**src/rtl/adc_lvl_pkg.sv**
```systemverilog
package adc_lvl_pkg;
    localparam int LEVEL_W = 16;

    typedef enum logic {
        SLOT_IDLE = 1'b0,
        SLOT_HELD = 1'b1
    } slot_state_t;
endpackage

```
**src/rtl/adc_sq_acc.sv**
```systemverilog
// Squares each sample and sums over a window of 2^N samples.
module adc_sq_acc #(
    parameter int SAMPLE_W = 10,
    parameter int MAX_LOG2 = 16,
    parameter int LOG2_W   = 5,
    parameter int ACC_W    = 36
) (
    input  logic                       clk,
    input  logic                       rst,
    input  logic signed [SAMPLE_W-1:0] sample,
    input  logic [LOG2_W-1:0]          cfg_log2,
    output logic                       win_done,
    output logic [ACC_W-1:0]           win_sum,
    output logic [LOG2_W-1:0]          win_log2
);
    localparam int CNT_W = (MAX_LOG2 > 0) ? MAX_LOG2 : 1;
    localparam int SQ_W  = 2 * SAMPLE_W;

    typedef struct packed {
        logic [CNT_W-1:0]  cnt;
        logic [ACC_W-1:0]  acc;
        logic              done;
        logic [ACC_W-1:0]  sum;
        logic [LOG2_W-1:0] n;
    } acc_st_t;

    acc_st_t st_d, st_q;

    logic signed [SQ_W-1:0] sq_s;
    logic [SQ_W-1:0]        sq_u;
    logic [LOG2_W-1:0]      n_eff;
    logic [CNT_W-1:0]       lim;
    logic [ACC_W-1:0]       acc_next;
    logic                   last;

    assign sq_s  = sample * sample;
    assign sq_u  = sq_s;
    assign n_eff = (cfg_log2 > LOG2_W'(MAX_LOG2)) ? LOG2_W'(MAX_LOG2) : cfg_log2;

    // 2^n - 1: every bit below n set
    always_comb begin
        for (int i = 0; i < CNT_W; i++) begin
            lim[i] = (LOG2_W'(i) < n_eff);
        end
    end

    always_comb begin
        st_d     = st_q;
        acc_next = st_q.acc + ACC_W'(sq_u);
        last     = (st_q.cnt >= lim);
        st_d.done = last;
        if (last) begin
            st_d.sum = acc_next;
            st_d.n   = n_eff;
            st_d.acc = '0;
            st_d.cnt = '0;
        end else begin
            st_d.acc = acc_next;
            st_d.cnt = st_q.cnt + CNT_W'(1);
        end
    end

    always_ff @(posedge clk) begin
        if (rst) begin
            st_q <= '0;
        end else begin
            st_q <= st_d;
        end
    end

    assign win_done = st_q.done;
    assign win_sum  = st_q.sum;
    assign win_log2 = st_q.n;

    // a completed window of more than one sample is not followed at once by another
    p_window_restart_r5: assert property (@(posedge clk) disable iff (rst)
        (st_q.done && lim != '0) ##1 $stable(cfg_log2) |-> !st_q.done);
endmodule

```
**src/rtl/adc_lvl_quant.sv**
```systemverilog
// Divides the window sum by 2^N and clamps it to the level width.
module adc_lvl_quant #(
    parameter int ACC_W   = 36,
    parameter int LOG2_W  = 5,
    parameter int LEVEL_W = 16
) (
    input  logic [ACC_W-1:0]   sum,
    input  logic [LOG2_W-1:0]  shamt,
    output logic [LEVEL_W-1:0] level
);
    logic [ACC_W-1:0] shifted;
    assign shifted = sum >> shamt;

    generate
        if (ACC_W > LEVEL_W) begin : g_sat
            logic over;
            assign over  = |shifted[ACC_W-1:LEVEL_W];
            assign level = over ? '1 : shifted[LEVEL_W-1:0];
        end else begin : g_pass
            assign level = LEVEL_W'(shifted);
        end
    endgenerate
endmodule

```
**src/rtl/adc_lvl_slot.sv**
```systemverilog
// One-entry pending slot; merges the level into idle link cycles.
module adc_lvl_slot
    import adc_lvl_pkg::*;
#(
    parameter int WORD_W = 64
) (
    input  logic               clk,
    input  logic               rst,
    input  logic               load,
    input  logic [LEVEL_W-1:0] load_level,
    input  logic               pay_vld,
    input  logic [WORD_W-1:0]  pay_data,
    output logic               out_vld,
    output logic [WORD_W-1:0]  out_data,
    output logic               out_oob,
    output logic               overrun
);
    typedef struct packed {
        slot_state_t        st;
        logic [LEVEL_W-1:0] lvl;
        logic               ovr;
    } slot_t;

    slot_t sl_d, sl_q;
    logic  sent;

    assign sent = (sl_q.st == SLOT_HELD) && !pay_vld;

    always_comb begin
        sl_d = sl_q;
        if (load) begin
            sl_d.st  = SLOT_HELD;
            sl_d.lvl = load_level;
            if ((sl_q.st == SLOT_HELD) && !sent) begin
                sl_d.ovr = 1'b1;
            end
        end else if (sent) begin
            sl_d.st = SLOT_IDLE;
        end
    end

    always_ff @(posedge clk) begin
        if (rst) begin
            sl_q <= '{st: SLOT_IDLE, lvl: '0, ovr: 1'b0};
        end else begin
            sl_q <= sl_d;
        end
    end

    assign out_vld  = pay_vld || (sl_q.st == SLOT_HELD);
    assign out_oob  = sent;
    assign out_data = pay_vld ? pay_data : WORD_W'(sl_q.lvl);
    assign overrun  = sl_q.ovr;

    p_pass_r2: assert property (@(posedge clk) disable iff (rst)
        pay_vld |-> (out_vld && !out_oob));
    p_upper_zero_r3: assert property (@(posedge clk) disable iff (rst)
        out_oob |-> (out_data[WORD_W-1:LEVEL_W] == '0));
    p_idle_only_r6: assert property (@(posedge clk) disable iff (rst)
        out_oob |-> (!pay_vld && out_vld));
    p_sent_once_r7: assert property (@(posedge clk) disable iff (rst)
        (out_oob && !load) |=> (sl_q.st == SLOT_IDLE));
    p_overrun_sticky_r8: assert property (@(posedge clk) disable iff (rst)
        overrun |=> overrun);
endmodule

```
**src/rtl/adc_level_inserter.sv**
```systemverilog
module adc_level_inserter
    import adc_lvl_pkg::*;
#(
    parameter int SAMPLE_W = 10,
    parameter int MAX_LOG2 = 16,
    parameter int WORD_W   = 64,
    localparam int LOG2_W  = $clog2(MAX_LOG2 + 1),
    localparam int ACC_W   = 2 * SAMPLE_W + MAX_LOG2
) (
    input  logic                       clk,
    input  logic                       rst,
    input  logic signed [SAMPLE_W-1:0] adc_sample,
    input  logic [LOG2_W-1:0]          cfg_win_log2,
    input  logic                       pay_vld,
    input  logic [WORD_W-1:0]          pay_data,
    output logic                       link_vld,
    output logic [WORD_W-1:0]          link_data,
    output logic                       link_oob,
    output logic                       lvl_overrun
);
    logic               win_done;
    logic [ACC_W-1:0]   win_sum;
    logic [LOG2_W-1:0]  win_log2;
    logic [LEVEL_W-1:0] win_level;

    adc_sq_acc #(
        .SAMPLE_W(SAMPLE_W),
        .MAX_LOG2(MAX_LOG2),
        .LOG2_W  (LOG2_W),
        .ACC_W   (ACC_W)
    ) u_acc (
        .clk     (clk),
        .rst     (rst),
        .sample  (adc_sample),
        .cfg_log2(cfg_win_log2),
        .win_done(win_done),
        .win_sum (win_sum),
        .win_log2(win_log2)
    );

    adc_lvl_quant #(
        .ACC_W  (ACC_W),
        .LOG2_W (LOG2_W),
        .LEVEL_W(LEVEL_W)
    ) u_quant (
        .sum  (win_sum),
        .shamt(win_log2),
        .level(win_level)
    );

    adc_lvl_slot #(
        .WORD_W(WORD_W)
    ) u_slot (
        .clk       (clk),
        .rst       (rst),
        .load      (win_done),
        .load_level(win_level),
        .pay_vld   (pay_vld),
        .pay_data  (pay_data),
        .out_vld   (link_vld),
        .out_data  (link_data),
        .out_oob   (link_oob),
        .overrun   (lvl_overrun)
    );
endmodule

```
**config.mk**
```make
export PLATFORM = sky130hd
export DESIGN_NAME = adc_level_inserter
export DESIGN_NICKNAME = d
export VERILOG_FILES = /design/src/rtl/adc_lvl_pkg.sv /design/src/rtl/adc_sq_acc.sv /design/src/rtl/adc_lvl_quant.sv /design/src/rtl/adc_lvl_slot.sv /design/src/rtl/adc_level_inserter.sv
export SDC_FILE = /design/constraint.sdc
export NUM_CORES = 1
export LEC_CHECK = 0
export BUFFER_PORTS_ARGS = -buffer_cell sky130_fd_sc_hd__buf_2
export CAP_MARGIN = 15
export CORE_UTILIZATION = 40
export DETAILED_ROUTE_END_ITERATION = 16
export HOLD_SLACK_MARGIN = 0.03
export PLACE_DENSITY_LB_ADDON = 0.12
export SKIP_CTS_REPAIR_TIMING = 1
export SYNTH_ARGS = -nofsm -noshare
export SYNTH_HDL_FRONTEND = slang
export SYNTH_HIERARCHICAL = 1
export SYNTH_SLANG_ARGS = --single-unit
```
**constraint.sdc**
```tcl
create_clock -name clk -period 16.45 [get_ports clk]
set_clock_uncertainty 0.1 [all_clocks]
set_input_delay 3.29 -clock clk [delete_from_list [all_inputs] [get_ports clk]]
set_output_delay 3.29 -clock clk [all_outputs]
set_load 0.1 [all_outputs]
```
==> summary.txt, run 1 <==
Yosys
  • Netlist cell types: 92
  • Ys Warns: 6
  • Synth Cell Area: roughly 13000 um^2
  • Synth Instances: approximately 1400
  • Seq/Total Area, Yosys: 0.173
  • Avg Inst Size Synth: around 8.9 um^2
  • Syn nets: roughly 1700
  • Async SR Flop Fraction: 0
  • Synth top area share: 0.173
  • Post-synth EDFFs: 0
  • Largest area contributor in the synthesized netlist: dfxtp_1
  • Ranking of synthesized cells by area: dfxtp_1 17%, fa_1 13%, ha_1 8.4%, mux4_2 7.7%, nor2_1 4.8%
  • Number of synthesized register bits: between 100 and 150
  • Main synth FF type: dfxtp_1

Clock tree
  • CTS tree: yes
  • Root Buffer: clkbuf_16
  • Clk slew on worst S/H paths: approximately 80 ps
  • Clock buffer depth: 2
  • Total CTS buffers: 9
  • Clk sinks: about 110
  • Worst skew pair latency: between 300 and 400 ps
  • H-tree depth: 3

Route
  • Via count: ~10000
  • Iteration-0 DRC Markers: roughly 450
  • Wire per inst: 16.1 um
  • DRC violations left: 0
  • Antenna viol nets, final: 0
  • Drt total wl: 30.6 mm
  • Drt first pass iters: 6
  • DR vias/cell: between 5 and 6

Power
  • Power density cells: between 200 and 250 nW/um^2
  • Reg power frac: 0.108
  • Clock Power Share: 0.079
  • Comb pwr share: 0.812
  • Switch share: 0.545
  • Int Pwr: 1.31 mW
  • Peak supply drop: approximately 0.00022 V
  • Psw: roughly 1.6 mW
  • Pleak: 6.08 nW

Timing
  • Relative slew slack: 0.232
  • Fmax: approximately 100 MHz
  • Final Max Slew Viols: 0
  • Final period util: 0.607
  • Setup TNS: 0 ps
  • Setup violators final: 0
  • Worst slew pin tran: approximately 1200 ps
  • Unrepaired setup endpoints after global routing: false
  • Final min period: between 9000 and 10000 ps
  • Final hold violations: 0
  • Final worst slack: between 6000 and 7000 ps

Placement
  • Post-Place Worst Slack: 6080 ps
  • Final HPWL DP: 24.1 mm
  • IO buf count: 148
  • DP Area: around 13000 um^2
  • Gpl congestion: approximately 0.9

Worst setup path
  • Cell family with most CP delay: adder cells
  • Highest-delay cell along the critical path: fa_1
  • Worst path arrival time: about 10000 ps
  • CP Class: in2reg
  • Critical path required time: around 17000 ps
  • CP Max Fanout: 12
  • Max stage delay on crit path: ~750 ps
  • Most frequent CP cell: fa_1
  • Buf+Inv Stages, Crit Path: 5
  • Crit end category: register
  • Reg-to-Reg Start: u_acc/win_log2[0]
  • Worst Setup SP: adc_sample[3]
  • Crit path launch type: input pin

Layout
  • Design area: around 14000 um^2
  • ANT cells: 0
  • FF+latch area: 2250 um^2
  • Layout area overhead: 5.97%
  • # nets final: approximately 1700
  • Area occupied by multi-input gates: 9300 um^2
  • Fillers: around 3200
  • Share of cells above drive strength 1: 0.201

GRT
  • First-pass GRT wire length: between 50 and 60 mm
  • GR Overflow Total: 0
  • GRT Resource Usage Total: 0.188
  • Vias in the first global route: between 10000 and 15000
  • Initial antenna violation count: 0
  • Largest net degree at the start of global routing: between 60 and 70

Floorplan
  • Starting Density: 0.408
  • Die height: between 150 and 200 um
  • Row count: 65
  • Ports: between 100 and 150
  • DIE AREA: between 30000 and 40000 um^2
  • Chip width: around 180 um
  • Core ar.: around 32000 um^2

Worst hold path
  • Hold Path Origin: u_acc/win_sum[0]
  • Worst Hold Class: reg2reg

Run
  • Max cap viols: 0

Run status
  • Outcome: complete, no violations
-- final timing paths --
check	cells after the start	slack (ps)	endpoint
worst max-delay path	25	6470	u_acc/win_sum[28]
worst min-delay path	2	360	u_acc/win_sum[0]
worst max register to register	8	12530	u_slot/sl_q[13]
worst min register to register	2	360	u_acc/win_sum[0]
-- final cells by class --
type	count	share of cell area
inverters	153	0.0419
multi-input cells	1064	0.679
repair buffers	154	0.0573
clock inverters	6	0.00493
flip-flops and latches	112	0.164
clock buffers	10	0.0167
well taps	402	0.0367
-- worst reg2reg max path, cell delays in order, from the launching register on --
cell,delay [ps]
dfxtp_4,1010
mux4_2,670
and3_1,200
nor4_1,730
o2111ai_1,360
nor2_4,350
a31oi_1,160
mux2i_1,160
nor2_1,50
-- cells in the final DEF (no fill, tap or decap), drive strengths merged, types with 37 or more instances in the layout --
cell     n
nor2   167
inv    155
buf    154
dfxtp  112
ha      87
fa      82
nand2   81
and2    74
a21oi   60
mux4    44
xnor2   37
-- synth_stat cells (all sizes together) (7+ instances only) --
| library cell | count |
|---|---|
| mux2 | 35 |
| a211oi | 25 |
| a21oi | 60 |
| xnor2 | 37 |
| o21ai | 31 |
| nand4 | 11 |
| mux2i | 36 |
| o21a | 13 |
| a2bb2oi | 7 |
| dfxtp | 112 |
| o211ai | 10 |
| mux4 | 44 |
| a21o | 11 |
| xor2 | 31 |
| nor3 | 18 |
| nor4 | 9 |
| nand2 | 81 |
| ha | 87 |
| and3 | 23 |
| o22ai | 9 |
| fa | 82 |
| nor2 | 167 |
| nand3 | 25 |
| and2 | 74 |
| inv | 153 |
| a31oi | 17 |
| nand2b | 12 |
| buf | 85 |
| nor2b | 23 |
| clkbuf | 34 |
-- power groups by stage --
stage | logic (mW) | clock network (mW) | registers, mW
finish | 2.34 | 0.229 | 0.312
global route | 2.60 | 0.247 | 0.314
CTS | 2.35 | 0.238 | 0.312
detailed placement | 2.34 | 0 | 0.318
global placement | 2.33 | 0 | 0.318
floorplan | 1.88 | 0 | 0.314
-- cell families (layout without fill, tap and decap cells) --
family          count (synthesis)  in the layout  share of synthesized area
compound gates                242            242                      0.142
xor+xnor                       68             68                     0.0460
fa+ha+maj                     169            169                      0.211
buf+inv                       272            323                      0.108
flops                         112            112                      0.173
mux                           115            115                      0.136
simple gates                  470            470                      0.185
-- registers in the layout (all words and copies together), names as in the netlist --
signal and count:
u_acc/st_q 52, u_slot/overrun 1, u_acc/win_done 1, u_acc/win_sum 36, u_slot/sl_q 17, u_acc/win_log2 5
-- stage by stage --
step	hold WS (ps)	utilization	instances	power [mW]
detailed placement	355	0.423	1885	2.66
global route	393	0.432	1901	3.16
floorplan	326	-	1448	2.20
global placement	345	0.423	1885	2.65
CTS	366	0.432	1901	2.90
finish	364	0.432	1901	2.88
-- layer usage --
layer / wire [um] / part of all wire / up-vias / GRT usage
li1: - / - / 5023 / -
met1: 14300 / 0.47 / 4968 / 0.254
met2: 14200 / 0.46 / 298 / 0.314
met3: 1450 / 0.047 / 38 / 0.0225
met4: 679 / 0.022 / 0 / 0.0532
met5: 0 / 0 / - / 0
Note: power is estimated with default switching activity, not from simulation.
==> run 2, diff against run 1 <==
- ABC_AREA: not set -> 1
- clock period: 16.45 -> 10.2 ns (I/O delays scaled with it)
==> summary.txt, run 2 <==
Worst setup path
  • CP Max Fanout: 13 (was 12)
  • CP Class: in2reg (unchanged)
  • Critical path required time: 10360 ps (was 16630 ps)
  • Worst Setup SP: adc_sample[9] (was adc_sample[3])
  • Crit end category: register (unchanged)
  • Worst path arrival time: 8350 ps (was 10150 ps)
  • Crit path launch type: input pin (unchanged)
  • Highest-delay cell along the critical path: fa_1 (unchanged)
  • Max stage delay on crit path: 710 ps (was 750 ps)
  • Most frequent CP cell: nand2_1 (was fa_1)
  • Reg-to-Reg Start: u_acc/win_log2[1] (was u_acc/win_log2[0])

Layout
  • Number of flip-flops in the largest register: 52 (unchanged)
  • Design area: 13600 um^2 (was 13700 um^2)
  • Share of cells above drive strength 1: 0.119 (was 0.201)
  • Largest Register: u_acc/st_q (unchanged)
  • Finished Core Util: 0.432 (about the same)
  • Final std cells w/o fill: 2440 (was 1901)
  • Fillers: 3405 (was 3179)
  • Most frequent cells in the layout: 633 x nand2_1, 321 x inv_1, 148 x buf_2 (was 164 x nor2_1, 151 x inv_1, 148 x buf_2)
  • Commonest non-fill, non-tap cell in the layout: nand2_1 (was nor2_1)
  • # nets final: 2286 (was 1745)
  • Area occupied by multi-input gates: 8540 um^2 (was 9300 um^2)
  • Layout area overhead: 6.60% (was 5.97%)
  • ANT cells: 0 (unchanged)
  • FF+latch area: 2240 um^2 (was 2250 um^2)

Timing
  • Relative slew slack: 0.342 (was 0.232)
  • Fmax: approximately 120 MHz
  • Setup TNS: 0 ps (unchanged)
  • Setup violators final: 0 (unchanged)
  • Worst slew pin tran: 986 ps (was 1150 ps)
  • Hold WS: 355 ps (was 364 ps)
  • Final hold violations: 0 (unchanged)
  • Final period util: 0.803
  • Final min period: approximately 8000 ps
  • Final Max Slew Viols: 0 (unchanged)
  • Final worst slack: 2010 ps (was 6470 ps)
  • Unrepaired setup endpoints after global routing: false (unchanged)

Floorplan
  • Ports: 149 (unchanged)
  • Starting Density: 0.406 (was 0.408)
  • Chip width: 181 um (was 182 um)
  • Core ar.: 31500 um^2 (was 31700 um^2)
  • Die height: 181 um (was 182 um)
  • DIE AREA: 32600 um^2 (was 33100 um^2)
  • Row count: 65 (unchanged)

Route
  • Drt total wl: 31.9 mm (was 30.6 mm)
  • Antenna viol nets, final: 0 (unchanged)
  • DRC violations left: 0 (unchanged)
  • Iteration-0 DRC Markers: 834 (was 446)
  • DR vias/cell: 4.87 (was 5.43)
  • Drt first pass iters: 5 (was 6)
  • Wire per inst: 13.1 um (was 16.1 um)
  • Via count: 11900 (was 10300)

GRT
  • Vias in the first global route: 11300 (was 10100)
  • Initial antenna violation count: 0 (unchanged)
  • First-pass GRT wire length: 54.9 mm (was 50.5 mm)
  • Largest net degree at the start of global routing: 69 (unchanged)
  • GR Overflow Total: 0 (unchanged)
  • GRT Resource Usage Total: 0.204 (was 0.188)

Run
  • Max cap viols: 0 (unchanged)

Placement
  • Placed cell count: 2426 (was 1885)
  • Post-Place Worst Slack: 1680 ps (was 6080 ps)
  • Gpl congestion: 0.945 (was 0.878)
  • IO buf count: 148 (unchanged)
  • Final HPWL DP: 26.3 mm (was 24.1 mm)
  • DP Area: 13300 um^2 (was 13400 um^2)

Power
  • Pwr Total: 4.69 mW (was 2.88 mW)
  • Pleak: 7.82 nW (was 6.08 nW)
  • Power density cells: 345 nW/um^2 (was 210 nW/um^2)
  • Peak supply drop: 0.000338 V (was 0.000221 V)

Yosys
  • Avg Inst Size Synth: 6.45 um^2 (was 8.93 um^2)
  • Synth top area share: 0.186 (was 0.173)
  • Syn nets: 2231 (was 1699)
  • Top cells by count, synth: 633 x nand2_1, 321 x inv_1, 145 x nand3_1, 143 x nor2_1, 112 x dfxtp_1 (was 164 x nor2_1, 151 x inv_1, 112 x dfxtp_1, 87 x ha_1, 82 x fa_1)
  • Post-synth EDFFs: 0 (unchanged)
  • Async SR Flop Fraction: 0 (unchanged)
  • Synth Cell Area: 12800 um^2 (was 12900 um^2)
  • Largest area contributor in the synthesized netlist: nand2_1 (was dfxtp_1)
  • Synth Instances: 1980 (was 1448)
  • Netlist cell types: 53 (was 92)
  • Number of synthesized register bits: 112 (unchanged)
  • Seq/Total Area, Yosys: 0.176 (was 0.173)
  • Main synth FF type: dfxtp_1 (unchanged)
  • Ranking of synthesized cells by area: nand2_1 19%, dfxtp_1 18%, fa_1 13%, inv_1 9.4%, ha_1 8.5% (was dfxtp_1 17%, fa_1 13%, ha_1 8.4%, mux4_2 7.7%, nor2_1 4.8%)
  • Most frequent cell after synthesis: nand2_1 (was nor2_1)
  • Ys Warns: 6 (unchanged)

Clock tree
  • CTS tree: yes (unchanged)
  • Clk slew on worst S/H paths: 70 ps (was 80 ps)
  • Clock buffer depth: 2 (unchanged)
  • Total CTS buffers: 9 (unchanged)
  • Root Buffer: clkbuf_16 (unchanged)
  • H-tree depth: 3 (unchanged)
  • Clk sinks: 112 (unchanged)
  • Worst skew pair latency: 370 ps (was 360 ps)

Worst hold path
  • Worst Hold Class: reg2reg (unchanged)
  • Hold Path Origin: u_slot/overrun (was u_acc/win_sum[0])

Run status
  • Outcome: complete, no violations (unchanged)
==> run 2: critical path, delay by kind of cell <==
family,cells,cell delay [ps]
adders and majority gates,7,3530
buffers and inverters,7,660
AOI/OAI and AO/OA,2,330
xor gates and xnor gates,1,140
and+or+nand+nor,12,1640
==> run 2: layout make-up <==
type / instances / share of cell area
Tap cell: 402 / 0.0370
Inverter: 333 / 0.0924
Timing Repair Buffer: 154 / 0.0577
Clock buffer: 11 / 0.0171
Multi-Input combinational cell: 1425 / 0.628
Sequential cell: 112 / 0.165
Clock inverter: 3 / 0.00322
==> run 2: report_power, final <==
group / switching (mW) / internal (mW) / total [mW]
sequential: 0.0157 / 0.486 / 0.502
combinational: 2.57 / 1.27 / 3.83
clock: 0.166 / 0.189 / 0.354
total: 2.75 / 1.94 / 4.69
==> run 2: logic make-up after synthesis <==
| logic type | after synthesis | synth area share |
|---|---|---|
| simple gates | 1031 | 0.347 |
| buf+inv | 443 | 0.155 |
| compound gates | 179 | 0.0762 |
| fa+ha+maj | 169 | 0.214 |
| flops | 112 | 0.176 |
| xor+xnor | 43 | 0.0295 |
| mux | 3 | 0.00235 |
==> run 2: worst paths after layout <==
kind / end / slack (ps) / depth (start not counted)
setup / recovery: u_acc/win_sum[23] / 2010 / 29
hold / removal: u_slot/overrun / 360 / 2
setup reg to reg: u_slot/sl_q[4] / 6970 / 15
hold reg to reg: u_slot/overrun / 360 / 2
==> run 2: routing by layer <==
layer / vias to the layer above / GRT usage / wire length, um
li1: 6179 / - / -
met1: 5482 / 0.309 / 17200
met2: 199 / 0.309 / 13200
met3: 14 / 0.0287 / 1250
met4: 0 / 0.0280 / 195
met5: - / 0 / 0
